## config.mk

```make
export PLATFORM = sky130hd
export DESIGN_NAME = mpc_region_bank
export DESIGN_NICKNAME = d
export VERILOG_FILES = /design/src/rtl/mpc_pkg.sv /design/src/rtl/mpc_region_bank.sv
export SDC_FILE = /design/constraint.sdc
export NUM_CORES = 1
export LEC_CHECK = 0
export BUFFER_PORTS_ARGS = -buffer_cell sky130_fd_sc_hd__buf_4
export CAP_MARGIN = 20
export CORE_AREA = 3 3 419 421
export DETAILED_ROUTE_END_ITERATION = 6
export DIE_AREA = 0 0 422 424
export SYNTH_ARGS = -nofsm -noshare
export SYNTH_HDL_FRONTEND = slang
export SYNTH_SLANG_ARGS = --single-unit
```

## constraint.sdc

```tcl
create_clock -name clk -period 0.9 [get_ports clk]
set_input_delay 0.09 -clock clk [delete_from_list [all_inputs] [get_ports clk]]
set_output_delay 0.09 -clock clk [all_outputs]
set_load 0.05 [all_outputs]
```

## src/rtl/mpc_pkg.sv

```systemverilog
package mpc_pkg;

  typedef enum logic [1:0] {
    FLD_LO_PAGE = 2'd0,
    FLD_HI_PAGE = 2'd1,
    FLD_ID_MASK = 2'd2,
    FLD_ATTR    = 2'd3
  } cfg_field_e;

  localparam int ATTR_EN_BIT  = 0;
  localparam int ATTR_SEC_BIT = 1;
  localparam int ATTR_RD_BIT  = 2;
  localparam int ATTR_WR_BIT  = 3;
  localparam int MASK_LSB     = 16;

  typedef struct packed {
    logic en;
    logic sec;
    logic rd;
    logic wr;
  } region_attr_t;

endpackage

```

## src/rtl/mpc_region_bank.sv

```systemverilog
module mpc_region_bank
  import mpc_pkg::*;
#(
  parameter int NUM_REGIONS = 16,
  parameter int ADDR_W      = 32,
  parameter int ID_W        = 10,
  parameter int PAGE_BITS   = 12,
  parameter int DATA_W      = 32,
  localparam int IDX_W      = $clog2(NUM_REGIONS),
  localparam int PG_W       = ADDR_W - PAGE_BITS
) (
  input  logic                                 clk,
  input  logic                                 rst_n,
  input  logic                                 cfg_we,
  input  logic [IDX_W-1:0]                     cfg_region,
  input  cfg_field_e                           cfg_field,
  input  logic [DATA_W-1:0]                    cfg_wdata,
  output logic [NUM_REGIONS-1:0][PG_W-1:0]     lo_pg,
  output logic [NUM_REGIONS-1:0][PG_W-1:0]     hi_pg,
  output logic [NUM_REGIONS-1:0][ID_W-1:0]     id_val,
  output logic [NUM_REGIONS-1:0][ID_W-1:0]     id_mask,
  output region_attr_t [NUM_REGIONS-1:0]       attr
);

  // Bits of the write word that no field uses are folded away here.
  logic unused_wdata;
  assign unused_wdata = ^cfg_wdata;

  // Decoded write data, shared by all windows.
  logic [PG_W-1:0] pg_d;
  logic [ID_W-1:0] idv_d;
  logic [ID_W-1:0] msk_d;
  region_attr_t    attr_d;

  always_comb begin
    pg_d       = cfg_wdata[ADDR_W-1:PAGE_BITS];
    idv_d      = cfg_wdata[ID_W-1:0];
    msk_d      = cfg_wdata[MASK_LSB +: ID_W];
    attr_d.en  = cfg_wdata[ATTR_EN_BIT];
    attr_d.sec = cfg_wdata[ATTR_SEC_BIT];
    attr_d.rd  = cfg_wdata[ATTR_RD_BIT];
    attr_d.wr  = cfg_wdata[ATTR_WR_BIT];
  end

  for (genvar gi = 0; gi < NUM_REGIONS; gi++) begin : g_win
    logic            sel;
    logic            lo_en, hi_en, idm_en, attr_en;
    logic [PG_W-1:0] lo_q, hi_q;
    logic [ID_W-1:0] idv_q, msk_q;
    region_attr_t    attr_q;

    // Next-state: per-field clock enables.
    always_comb begin
      sel     = cfg_we && (cfg_region == IDX_W'(gi));
      lo_en   = sel && (cfg_field == FLD_LO_PAGE);
      hi_en   = sel && (cfg_field == FLD_HI_PAGE);
      idm_en  = sel && (cfg_field == FLD_ID_MASK);
      attr_en = sel && (cfg_field == FLD_ATTR);
    end

    // Registers.
    always_ff @(posedge clk or negedge rst_n) begin
      if (!rst_n) begin
        lo_q   <= '0;
        hi_q   <= '0;
        idv_q  <= '0;
        msk_q  <= '0;
        attr_q <= '0;
      end else begin
        if (lo_en)   lo_q   <= pg_d;
        if (hi_en)   hi_q   <= pg_d;
        if (idm_en)  idv_q  <= idv_d;
        if (idm_en)  msk_q  <= msk_d;
        if (attr_en) attr_q <= attr_d;
      end
    end

    assign lo_pg[gi]   = lo_q;
    assign hi_pg[gi]   = hi_q;
    assign id_val[gi]  = idv_q;
    assign id_mask[gi] = msk_q;
    assign attr[gi]    = attr_q;

    // an attribute write is visible in the following cycle.
    a_r12_attr_lands: assert property (@(posedge clk) disable iff (!rst_n)
      (cfg_we && cfg_region == IDX_W'(gi) && cfg_field == FLD_ATTR)
        |=> (attr[gi].en == $past(cfg_wdata[ATTR_EN_BIT])));

    // a page write keeps only the page bits of the data word.
    a_r3_lo_page_lands: assert property (@(posedge clk) disable iff (!rst_n)
      (cfg_we && cfg_region == IDX_W'(gi) && cfg_field == FLD_LO_PAGE)
        |=> (lo_pg[gi] == $past(cfg_wdata[ADDR_W-1:PAGE_BITS])));
  end

endmodule

```

==> results.py <==
metrics = {
    "die": {
        "start_util_pct": 22.43,
        "die_h_um": 424,
        "core_um2": 171700,
        "die_area_um2": 178900,
        "die_w_um": 422,
        "rows": 152,
        "io_pins": 1065,
    },
    "logic_synthesis": {
        "synth_fp_nets": 2379,
        "synth_edf_count": 0,
        "synth_cells": 2338,
        "yosysMostFrequentCell": "dfrtp_1",
        "ys_ff_latch": 1024,
        "ys_seq_area_share_pct": 66.51,
        "synth_top_area_cell": "dfrtp_1",
        "ys_top_cells_by_count": "dfrtp_1, mux2_2, mux2_1, clkbuf_1, buf_2",
        "ys_types": 18,
        "netlist_area_um2": 38530,
        "synthArstFlopShare_pct": 100.0,
        "synthTopCellsByArea": "dfrtp_1, mux2_2, mux2_1",
        "synth_top_area_share_pct": 66.51,
        "synthFlopType": "dfrtp_1",
        "syn_avg_cell_area_um2": 16.48,
        "synth_warnings": 0,
    },
    "layout": {
        "final_nets": 4120,
        "nFillCells": 15770,
        "layout-drive-gt1-share_pct": 74.05,
        "multiInputGateArea_um2": 14240,
        "syn2layout_area_growth_pct": 71.14,
        "fin_cells": 6483,
        "seq_area_um2": 25640,
        "design_area_um2": 65940,
    },
    "outcome": {
        "status": "finished, violations left",
        "violations": "negative setup slack",
    },
    "place": {
        "io_buffers": 1062,
        "dp_hpwl_um": 119500,
        "dpl_cell_area_um2": 54180,
        "dp_cells": 5760,
        "gp_congestion": 0.8063,
    },
    "clock_network": {
        "cts_tree": "yes",
        "clock_sinks": 1024,
        "cts_made_buffers": 111,
        "clk_latency_ps": 740,
        "clockBufferDepth": 3,
        "cts_root_buf": "clkbuf_16",
        "h-tree-depth": 3,
        "cts.reportedPaths.clkPinSlew_ps": 70,
    },
    "route": {
        "vias_per_cell": 4.212,
        "drtIter0Drc": 1440,
        "drc": 0,
        "vias": 27310,
        "wl_um": 167300,
        "ant_nets": 0,
        "wire_per_inst_um": 25.81,
        "drtPass1Iterations": 5,
    },
    "grt": {
        "grtUsageTotal_pct": 18.05,
        "antenna_found_initial": 8,
        "grt_overflow_total": 0,
        "grt_pass1_vias": 28790,
        "grt_pass1_wl_um": 230300,
        "grt_max_degree": 67,
    },
    "critical_path": {
        "worstPathArrival_ps": 1500,
        "r2r_start": "g_win[15].lo_q[10]",
        "start_kind": "flip-flop",
        "endpoint_kind": "output port",
        "crit_required_ps": 810,
        "crit_fanout": 2,
        "regToRegSetupSlack_ps": -150,
        "r2r.worst_path.cells": 3,
        "r2r-end": "g_win[15].lo_q[10]",
        "path_class": "flip-flop to output port",
    },
    "timing": {
        "rsz0062_at_grt": "yes",
        "setup_slack_ps": -691.5,
        "slew_violations": 0,
        "hold_viol_final": 0,
        "whs_ps": 96.86,
        "period_share_pct": 176.8,
        "max_freq_mhz": 628.4,
        "period_minus_slack_ps": 1591,
        "tightest_slew_ps": 719.5,
        "fin_tns_setup_ps": -521470,
        "relSlewSlack_pct": 51.87,
        "clock_skew_ps": 0,
        "final-setup-viol-count": 1266,
    },
    "power": {
        "power_density_nw_per_um2": 2426,
        "irDropWorstVdd_uv": 1588,
        "leakage_nw": 34.02,
        "p_total_mw": 160.0,
    },
    "hold_path": {
        "hold_path.class": "input port to async pin",
    },
    "run": {
        "cap_violations": 0,
    },
}
## power breakdown
| part | total [mW] | switching, mW | internal, mW |
|---|---|---|---|
| Sequential | 57.1 | 4.88 | 52.2 |
| Combinational | 54.4 | 32.1 | 22.3 |
| Clock | 48.5 | 19.8 | 28.7 |
## kinds of logic (layout without fill, tap and decap cells)
group         count (synthesis)  count (layout)  share of synthesized area [%]
other cells                   0               3                              0
mux                        1024            1024                          29.93
flops                      1024            1024                          66.51
simple gates                 88              88                          1.270
buf+inv                     202            2034                          2.290
## registers in the layout, summed over array words and instances, names as in the netlist
| register | cells |
|---|---|
| attr | 64 |
| g_win.hi_q | 320 |
| g_win.idv_q | 160 |
| g_win.lo_q | 320 |
| g_win.msk_q | 160 |
## worst max-delay path, cell delays in order (launching register included)
cell	delay, ps
dfrtp_2	450
buf_12	150
buf_12	140
## routing by layer
layer / GRT usage, % / routed length [um]
met5: 0 / 0
met2: 31.89 / 86580
met3: 4.159 / 8606
met4: 7.266 / 6909
met1: 21.08 / 65230
## repair_timing
| action | CTS | global route |
|---|---|---|
| pin swaps | 0 | 0 |
| buffers inserted | 295 | 186 |
| cloned | 0 | 0 |
| resized for setup | 1044 | 5 |
| hold buffers | 35 | 0 |
| endpoints found under the hold margin | 1999 | 0 |
| endpoints found under the setup margin | 1228 | 1564 |
## worst max-delay path by stage
stage	from	endpoint	slack, ps	cells past startpoint
after floorplan	cfg_region[3]	g_win[3].idv_q[4]	-390	4
after global placement	cfg_region[3]	g_win[4].lo_q[0]	-1270	5
after detailed placement	cfg_region[3]	g_win[4].lo_q[2]	-1240	5
after CTS	g_win[8].lo_q[5]	lo_pg[165]	-780	2
after global routing	g_win[8].lo_q[4]	lo_pg[164]	-780	2
final	g_win[8].lo_q[5]	lo_pg[165]	-690	2
## stage by stage
stage               setup slack (ps)  utilization, %
global route                  -778.8           38.39
floorplan                     -394.5               -
finish                        -691.5           38.39
global placement               -1270           31.55
CTS                           -782.6           37.58
detailed placement             -1237           31.55
## cell type report
class                           count  share of cell area (%)
Antenna cell                        3                 0.01139
Tap cell                         2310                   4.383
Sequential cell                  1024                   38.88
Clock inverter                     60                   1.201
Timing Repair Buffer             1830                   29.22
Multi-Input combinational cell   1112                   21.60
Clock buffer                      144                   4.704
## layout by cell type (no fill, tap or decap), drive strengths merged
cell	synthesis	routed
dfrtp	1024	1024
mux2	1024	1024
inv	0	4
bufinv	0	15
and3b	2	2
and4bb	6	6
clkbuf	103	145
nand4b	4	4
nor2	20	20
nand3b	2	2
nor4b	4	4
nand4	1	1
clkinvlp	0	6
nor4	1	1
nand2	44	44
nor3b	1	1
or3b	1	1
clkinv	0	35
buf	99	1795
diode	0	3
and3	1	1
nand3	1	1
dlygate4sd3	0	34
Power figures use the tool's default switching activity.
